==> config.mk <==
export PLATFORM = sky130hd
export DESIGN_NAME = irw_window
export DESIGN_NICKNAME = d
export VERILOG_FILES = /design/src/rtl/irw_pkg.sv /design/src/rtl/irw_index.sv /design/src/rtl/irw_table.sv /design/src/rtl/irw_readmux.sv /design/src/rtl/irw_window.sv
export SDC_FILE = /design/constraint.sdc
export NUM_CORES = 2
export LEC_CHECK = 0
export CAP_MARGIN = 20
export CORE_AREA = 2 2 652 654
export DETAILED_ROUTE_END_ITERATION = 7
export DIE_AREA = 0 0 654 656
export PLACE_DENSITY = 0.33
export SYNTH_ARGS = -nofsm -noshare
export SYNTH_HDL_FRONTEND = slang
export SYNTH_HIERARCHICAL = 1
export SYNTH_SLANG_ARGS = --single-unit
==> constraint.sdc <==
create_clock -name clk -period 7.4 [get_ports clk]
set_input_delay 1.11 -clock clk [delete_from_list [all_inputs] [get_ports clk]]
set_output_delay 1.11 -clock clk [all_outputs]
set_load 0.005 [all_outputs]
==> src/rtl/irw_pkg.sv <==
// Package: shared offsets, field positions and write masks for the
// indirect register window. Assumes 8-bit byte offsets and 8-bit indexes.
package irw_pkg;
    localparam logic [7:0] SEL_OFS   = 8'h00;
    localparam logic [7:0] WIN_OFS   = 8'h10;
    localparam logic [7:0] IDX_ID    = 8'h00;
    localparam logic [7:0] IDX_VER   = 8'h01;
    localparam logic [7:0] IDX_ARB   = 8'h02;
    localparam int         TBL_BASE  = 16;
    localparam int         MASK_POS  = 16;
    localparam int         STAT_POS  = 12;
    localparam int         RIRR_POS  = 14;
    localparam int         MAX_ENT   = 24;

    // bits of the lower half that the bus may not write
    localparam logic [31:0] LO_WMASK = ~((32'd1 << STAT_POS) | (32'd1 << RIRR_POS));
    localparam logic [63:0] ENT_RST  = 64'd1 << MASK_POS;
endpackage

==> src/rtl/irw_index.sv <==
// Index select register. Holds the index written at the select offset.
// Assumes the caller qualifies sel_wr with the address decode.
module irw_index (
    input  logic       clk,
    input  logic       rst_n,
    input  logic       sel_wr,
    input  logic [7:0] wdata,
    output logic [7:0] idx
);
    // store a new index on every select write
    always_ff @(posedge clk) begin
        if (!rst_n)      idx <= 8'h00;
        else if (sel_wr) idx <= wdata;
    end


    idx_hold_chk: assert property (@(posedge clk) disable iff (!rst_n)
        !sel_wr |=> $stable(idx));
endmodule

==> src/rtl/irw_table.sv <==
// Redirection table storage. One 64-bit register per entry, written a
// 32-bit half at a time through the window. Assumes win_wr is already
// qualified with the window offset. Bits 12 and 14 are never stored.
module irw_table #(
    parameter int NUM_ENTRIES = 24
) (
    input  logic                        clk,
    input  logic                        rst_n,
    input  logic                        win_wr,
    input  logic [7:0]                  idx,
    input  logic [31:0]                 wdata,
    output logic [NUM_ENTRIES-1:0][63:0] ent
);
    import irw_pkg::*;

    localparam int TOP_IDX = TBL_BASE + 2 * NUM_ENTRIES;

    for (genvar n = 0; n < NUM_ENTRIES; n++) begin : g_ent
        localparam logic [7:0] LO_IDX = 8'(TBL_BASE + 2 * n);
        localparam logic [7:0] HI_IDX = 8'(TBL_BASE + 2 * n + 1);

        // update the addressed half of entry n
        always_ff @(posedge clk) begin
            if (!rst_n) begin
                ent[n] <= ENT_RST;
            end else if (win_wr && idx == LO_IDX) begin
                ent[n][31:0] <= wdata & LO_WMASK;
            end else if (win_wr && idx == HI_IDX) begin
                ent[n][63:32] <= wdata;
            end
        end
    end


    tbl_idle_chk: assert property (@(posedge clk) disable iff (!rst_n)
        !win_wr |=> $stable(ent));


    tbl_range_chk: assert property (@(posedge clk) disable iff (!rst_n)
        (win_wr && (32'(idx) >= TOP_IDX || 32'(idx) < TBL_BASE)) |=> $stable(ent));
endmodule

==> src/rtl/irw_readmux.sv <==
// Read selection. Builds the 32-bit word for the current access from the
// index, the identity constants, the table and the live status inputs.
// Purely combinational; the top registers the result.
module irw_readmux #(
    parameter int         NUM_ENTRIES = 24,
    parameter logic [3:0] DEV_ID      = 4'h7,
    parameter logic [3:0] ARB_ID      = 4'hB,
    parameter logic [7:0] VERSION     = 8'h20
) (
    input  logic [7:0]                   bus_addr,
    input  logic [7:0]                   idx,
    input  logic [NUM_ENTRIES-1:0][63:0] ent,
    input  logic [NUM_ENTRIES-1:0]       stat_i,
    input  logic [NUM_ENTRIES-1:0]       rirr_i,
    output logic [31:0]                  word
);
    import irw_pkg::*;

    localparam logic [7:0] MAX_ENT_M1 = 8'(NUM_ENTRIES - 1);

    logic [31:0] win_word;

    // decode the indexed register behind the window
    always_comb begin
        win_word = 32'h0;
        case (idx)
            IDX_ID:  win_word = {4'h0, DEV_ID, 24'h0};
            IDX_VER: win_word = {8'h0, MAX_ENT_M1, 8'h0, VERSION};
            IDX_ARB: win_word = {4'h0, ARB_ID, 24'h0};
            default: win_word = 32'h0;
        endcase
        for (int k = 0; k < NUM_ENTRIES; k++) begin
            if (idx == 8'(TBL_BASE + 2 * k)) begin
                win_word           = ent[k][31:0];
                win_word[STAT_POS] = stat_i[k];
                win_word[RIRR_POS] = rirr_i[k];
            end else if (idx == 8'(TBL_BASE + 2 * k + 1)) begin
                win_word = ent[k][63:32];
            end
        end
    end

    // choose between the select register, the window and nothing
    always_comb begin
        if (bus_addr == SEL_OFS)      word = {24'h0, idx};
        else if (bus_addr == WIN_OFS) word = win_word;
        else                          word = 32'h0;
    end
endmodule

==> src/rtl/irw_window.sv <==
// Top of the indirect register window. Decodes the two bus offsets,
// holds the index, the redirection table and the registered read data.
// Assumes one strobe per cycle; read data follows the strobe by one cycle.
module irw_window #(
    parameter int         NUM_ENTRIES = 24,
    parameter logic [3:0] DEV_ID      = 4'h7,
    parameter logic [3:0] ARB_ID      = 4'hB,
    parameter logic [7:0] VERSION     = 8'h20
) (
    input  logic                      clk,
    input  logic                      rst_n,
    input  logic [7:0]                bus_addr,
    input  logic                      bus_wr,
    input  logic                      bus_rd,
    input  logic [31:0]               bus_wdata,
    output logic [31:0]               bus_rdata,
    input  logic [NUM_ENTRIES-1:0]    stat_i,
    input  logic [NUM_ENTRIES-1:0]    rirr_i,
    output logic [64*NUM_ENTRIES-1:0] entries_o
);
    import irw_pkg::*;

    logic                         sel_wr;
    logic                         win_wr;
    logic [7:0]                   idx;
    logic [NUM_ENTRIES-1:0][63:0] ent;
    logic [31:0]                  rd_word;

    assign sel_wr    = bus_wr && bus_addr == SEL_OFS;
    assign win_wr    = bus_wr && bus_addr == WIN_OFS;
    assign entries_o = ent;

    irw_index u_index (
        .clk    (clk),
        .rst_n  (rst_n),
        .sel_wr (sel_wr),
        .wdata  (bus_wdata[7:0]),
        .idx    (idx)
    );

    irw_table #(.NUM_ENTRIES(NUM_ENTRIES)) u_table (
        .clk    (clk),
        .rst_n  (rst_n),
        .win_wr (win_wr),
        .idx    (idx),
        .wdata  (bus_wdata),
        .ent    (ent)
    );

    irw_readmux #(
        .NUM_ENTRIES (NUM_ENTRIES),
        .DEV_ID      (DEV_ID),
        .ARB_ID      (ARB_ID),
        .VERSION     (VERSION)
    ) u_readmux (
        .bus_addr (bus_addr),
        .idx      (idx),
        .ent      (ent),
        .stat_i   (stat_i),
        .rirr_i   (rirr_i),
        .word     (rd_word)
    );

    // capture read data on the read strobe
    always_ff @(posedge clk) begin
        if (!rst_n)      bus_rdata <= 32'h0;
        else if (bus_rd) bus_rdata <= rd_word;
    end


    rdata_hold_chk: assert property (@(posedge clk) disable iff (!rst_n)
        !bus_rd |=> $stable(bus_rdata));


    id_word_chk: assert property (@(posedge clk) disable iff (!rst_n)
        (bus_rd && bus_addr == WIN_OFS && idx == IDX_ID)
        |=> bus_rdata == {4'h0, DEV_ID, 24'h0});


    stray_read_chk: assert property (@(posedge clk) disable iff (!rst_n)
        (bus_rd && bus_addr != SEL_OFS && bus_addr != WIN_OFS) |=> bus_rdata == 32'h0);
endmodule

---- Yosys cells after proc, flatten, opt, wreduce, memory -nomap -nowiden ----
Index checks and enable logic that the tools add are counted.
W data, S select, Z words.
storage, ports and cells
  register bits after elaboration ......... 1528
  memory bits (writable) .................. 0
  word-level logic and storage cells ...... 252
  memory bits (read-only) ................. 0
  memories ................................ 0
  output and inout bits ................... 1568
  bits in latches ......................... 0
  input bits .............................. 92
operators by class
  magnitude comparators ................... 0
  $add $sub $neg .......................... 0
  bitwise operators ....................... 24
  shift operators ......................... 0
  reductions and logical operators ........ 76
  $mul .................................... 0
  mux-type cells .......................... 51
  div/mod/pow operators ................... 0
  equal/unequal tests ..................... 51
operators by type and width
  cell                  number
  $mux W32              50
  $eq A8 B6 Y1 const B  32
  $eq A8 B5 Y1 const B  17
  $pmux W28 S3          1
  $logic_and A1 B1 Y1   50
  $reduce_and A2 Y1     24
  $not A1 Y1            24
  $logic_not A8 Y1      2
  $eq A8 B1 Y1 const B  1
  $eq A8 B2 Y1 const B  1

---- Depth between registers and ports, before layout ----
  word-level depth ........................ 52
  gate-level depth with buffers ........... 16
  depth with buffers taken out ............ 11

---- By module ----
The synthesis kept the hierarchy.
modules (own cells, without submodules)
  module       area each (um2)  cells each  times used  sequential area each (um2)
  irw_table    53677.7          5105        1           29788.6
  irw_readmux  12533.3          2014        1           0.0
  irw_window   1234.9           108         1           640.6
  irw_index    301.5            25          1           160.2

---- Worst setup path after synthesis ----
No wires, ideal clock.
  path type ............................... input-to-reg
  start ................................... in bus_addr[1]
  end ..................................... reg u_table/ent[353] in the netlist's numbering
  required time ........................... 7.328 ns
  arrival ................................. 3.010 ns
  setup slack ............................. 4.318 ns
  path buffers ............................ 4
  stages on the path ...................... 9
  cells stage by stage .................... or4_4 nor3_1 nand4bb_1 buf_2 buf_2 nor3b_1 buf_2 buf_6 mux2i_1
on the way
  longest elaborated chain between the ends .. 5
RTL lines
  item                                  RTL line          RTL
  start, declared                       irw_window.sv:12  input logic [7:0] bus_addr,
  $eq A8 B5 Y1 *                        irw_window.sv:30  assign win_wr = bus_wr && bus_addr == WIN_OFS;
  $logic_and A1 B1 Y1 *                 irw_window.sv:30
  via win_wr                            irw_window.sv:24  logic win_wr;
  $logic_and A1 B1 Y1                   irw_table.sv:26   end else if (win_wr && idx == LO_IDX) begin
  $not A1 Y1 (no source line)           --
  $reduce_and A2 Y1 (no source line) *  --
  end signal, assigned by index         irw_table.sv:27   ent[n][31:0] <= wdata & LO_WMASK;
  end signal, assigned by index         irw_table.sv:29   ent[n][63:32] <= wdata;
  end, declared                         irw_table.sv:12   output logic [NUM_ENTRIES-1:0][63:0] ent
The timed path passes the listed nets; every way through them passes the cells marked *.
A chain may end at the register's enable or synchronous reset.

---- Worst setup path after layout ----
  start ................................... reg u_index.idx[3]
  end ..................................... reg bus_rdata[30]
on the way
  longest elaborated chain between the ends .. 51
RTL lines
  item                    RTL line           RTL
  start, declared         irw_index.sv:8     output logic [7:0] idx
  start signal, assigned  irw_index.sv:13    else if (sel_wr) idx <= wdata;
  $eq A8 B5 Y1            irw_readmux.sv:37  end else if (idx == 8'(TBL_BASE + 2 * k + 1)) begin
  $mux W32                irw_readmux.sv:37
  $mux W32                irw_readmux.sv:33  if (idx == 8'(TBL_BASE + 2 * k)) begin
  $mux W32                irw_readmux.sv:37
  $mux W32                irw_readmux.sv:33
  $mux W32                irw_readmux.sv:37
  $mux W32                irw_readmux.sv:33
  $mux W32                irw_readmux.sv:37
  [36 not listed]         --
  $mux W32                irw_readmux.sv:33
  $mux W32                irw_readmux.sv:37
  $mux W32                irw_readmux.sv:33
  $mux W32                irw_readmux.sv:37
  $mux W32 *              irw_readmux.sv:33
  $mux W32 *              irw_readmux.sv:46  else if (bus_addr == WIN_OFS) word = win_word;
  $mux W32 *              irw_readmux.sv:45  if (bus_addr == SEL_OFS) word = {24'h0, idx};
  via rd_word[30]         irw_window.sv:27   logic [31:0] rd_word;
  end signal, assigned    irw_window.sv:67   else if (bus_rd) bus_rdata <= rd_word;
  end, declared           irw_window.sv:16   output logic [31:0] bus_rdata,
Marks and branches as above.

==> reports/results.ini <==
[clock_tree]
htreeDepth=4
cts_buffers=203
clock_latency_ps=990
cts_buffer_depth=4
cts_setup_buffers=0
clk_pin_slew_ps=60
cts_hold_buf=0
postCtsResizedCells=0
cts_root_buf=clkbuf_16
cts_tree=built
clkSinkCount=1528

[synthesis]
synth_seq_cells=1528
synth.distinct_cells=96
yosys-top-cells-count=nand2_1, mux2i_1, dfxtp_1
async_reset_ff_frac=0
syn-cell-area_um2=67700
synth_warnings=6
synth_edf_count=0
dominantRegCellSynth=dfxtp_1
yosysSeqAreaShare=0.452
netlist_instances=7252
synth.area.top_cells=dfxtp_1, mux2i_1, nand2_1, clkbuf_1, a22oi_1
synth_top_area_share=0.452
avgSynthCellArea_um2=9.34
synth_area_leader_cell=dfxtp_1
synth_most_common_cell=nand2_1

[timing]
rsz0062_at_grt=no
finalHoldViolCount=0
tns_ps=0
worst_slew_pin_slew_ps=1290
clock_skew_ps=72.2
fmax_ghz=0.190
fin_crit_sh=0.712
slew_violations=0
final.min_clock_period_ps=5270
setup_viol_count_final=0
slew-limit-headroom=0.113

[finish]
final_area_um2=98600
syn2layout_area_growth_pct=45.6
layout-drive-gt1-share=0.0997
layout.area.seq_um2=30600
final_nets=8767
nFillCells=45500
multi_input_area_um2=34800

[pwr]
power_frac_comb=0.032
irDropWorstVdd_mv=0.175
p_seq_frac=0.421
power_frac_clock=0.547
swShare=0.261
net-switching-power_mw=5.09
p_leak_nw=38.3
p_int_mw=14.5
power_density_nw_per_um2=198

[die]
die_y_um=656
fp.coreArea_um2=422000
num_rows=239
dieArea_um2=429000
start_util=0.160
ios=1660
die_w_um=654

[drt]
firstDrtPassIters=8
drc=1
ant_nets=0
avgRoutedWirePerCell_um=49.5
drt-total-wl_um=719000
vias=71700
routed_via_density=4.93
drt_iter0_markers=9007

[global_routing]
grt_pass1_wl_um=880000
grt_max_degree=161
grtUsageTotal=0.320
first_global_vias=67400
grt_overflow=0
antenna_found_initial=101

[setup_path]
worstSetupPathType=flip-flop to flip-flop
critical_path_required_ps=8290
arrival_ps=6150
end_kind=flip-flop
start_kind=flip-flop
critPathMaxFanout=37

[worst_hold_path]
min_path_type=flip-flop to flip-flop

[place]
dp_hpwl_um=551000
gp_congestion=0.911
io_buffers=1611
place_area_um2=91700

[outcome]
status=complete, but fails checks
violations=design-rule violations

[run]
drv_cap=0

sequential cells by signal (all words and copies together), names as in the netlist:
| name | cells |
|---|---|
| u_index/idx | 8 |
| u_table/ent | 1488 |
| bus_rdata | 32 |
power groups by stage:
stage / clock [mW] / sequential (mW) / combinational (mW)
2_1_floorplan: 0 / 8.41 / 0.277
3_5_place_dp: 0 / 8.41 / 0.619
6_report: 10.7 / 8.22 / 0.628
3_3_place_gp: 0 / 8.41 / 0.618
5_1_grt: 11.1 / 8.22 / 0.626
4_1_cts: 10.8 / 8.22 / 0.620
kinds of logic after synthesis:
group / count (synthesis) / synth area share
AO/OA/AOI/OAI: 1157 / 0.121
flip-flops: 1528 / 0.452
multiplexers: 1577 / 0.233
buffers and inverters: 783 / 0.0555
AND/OR/NAND/NOR: 2206 / 0.138
other: 1 / 0.0000554
layer usage:
metal	part of all wire	vias to the layer above	global-route usage
li1	-	28700	-
met1	0.39	37700	0.381
met2	0.44	4363	0.501
met3	0.097	1006	0.109
met4	0.068	36	0.182
met5	0.00033	-	0
metrics by stage:
stage / util / worst slack (ps) / power [mW] / hold slack, ps / std cells
after floorplan: - / 4320 / 8.68 / 459 / 7299
after global placement: 0.216 / 1790 / 9.02 / 458 / 14100
after detailed placement: 0.217 / 2010 / 9.02 / 462 / 14100
after CTS: 0.233 / 2210 / 19.7 / 472 / 14500
after global routing: 0.233 / 2150 / 19.9 / 481 / 14500
final: 0.234 / 2130 / 19.5 / 475 / 14500
final timing paths:
path,slack [ps],to,cells past startpoint,start
worst min-delay path,470,u_table/ent[17],2,u_table/ent[17]
worst min register to register,470,u_table/ent[17],2,u_table/ent[17]
worst max register to register,2130,bus_rdata[30],12,u_index/idx[3]
worst max-delay path,2130,bus_rdata[30],12,u_index/idx[3]
worst max-delay path, cell delays in order, from the launching register on:
cell	delay [ps]
dfxtp_4	620
buf_4	580
nor2b_4	270
nand2_2	570
nor2_4	660
buf_4	600
a221oi_1	180
o21ai_0	160
o2111ai_1	130
a2111oi_0	890
o21a_1	230
mux2i_1	80
nor2b_1	140
cell usage in the layout (no fill, tap or decap), drive strengths merged, types with 16 or more instances in the layout:
cell	instances
conb	48
nand3	87
a211oi	28
nor2b	78
nand2	1677
a222oi	47
a21oi	175
o22ai	49
diode	38
mux2i	1565
a2111oi	17
a31oi	37
dfxtp	1528
clkinv	40
a22oi	191
nor3	49
nor3b	22
buf	337
a32oi	16
clkdlybuf4s50	1609
a221o	31
nor2	166
o2111ai	18
clkbuf	301
a22o	53
inv	17
o221ai	28
nand4	31
o21ai	232
o211ai	30
a221oi	135
final cells by class:
type	count	area share
antenna	38	0.000964
clock buffer	301	0.0607
clock inverter	68	0.00873
inverter	8	0.000304
multi-input combinational	4988	0.352
sequential	1528	0.310
tap	5663	0.0718
timing repair buffer	1946	0.195
Note: power is estimated with default switching activity, not from simulation.
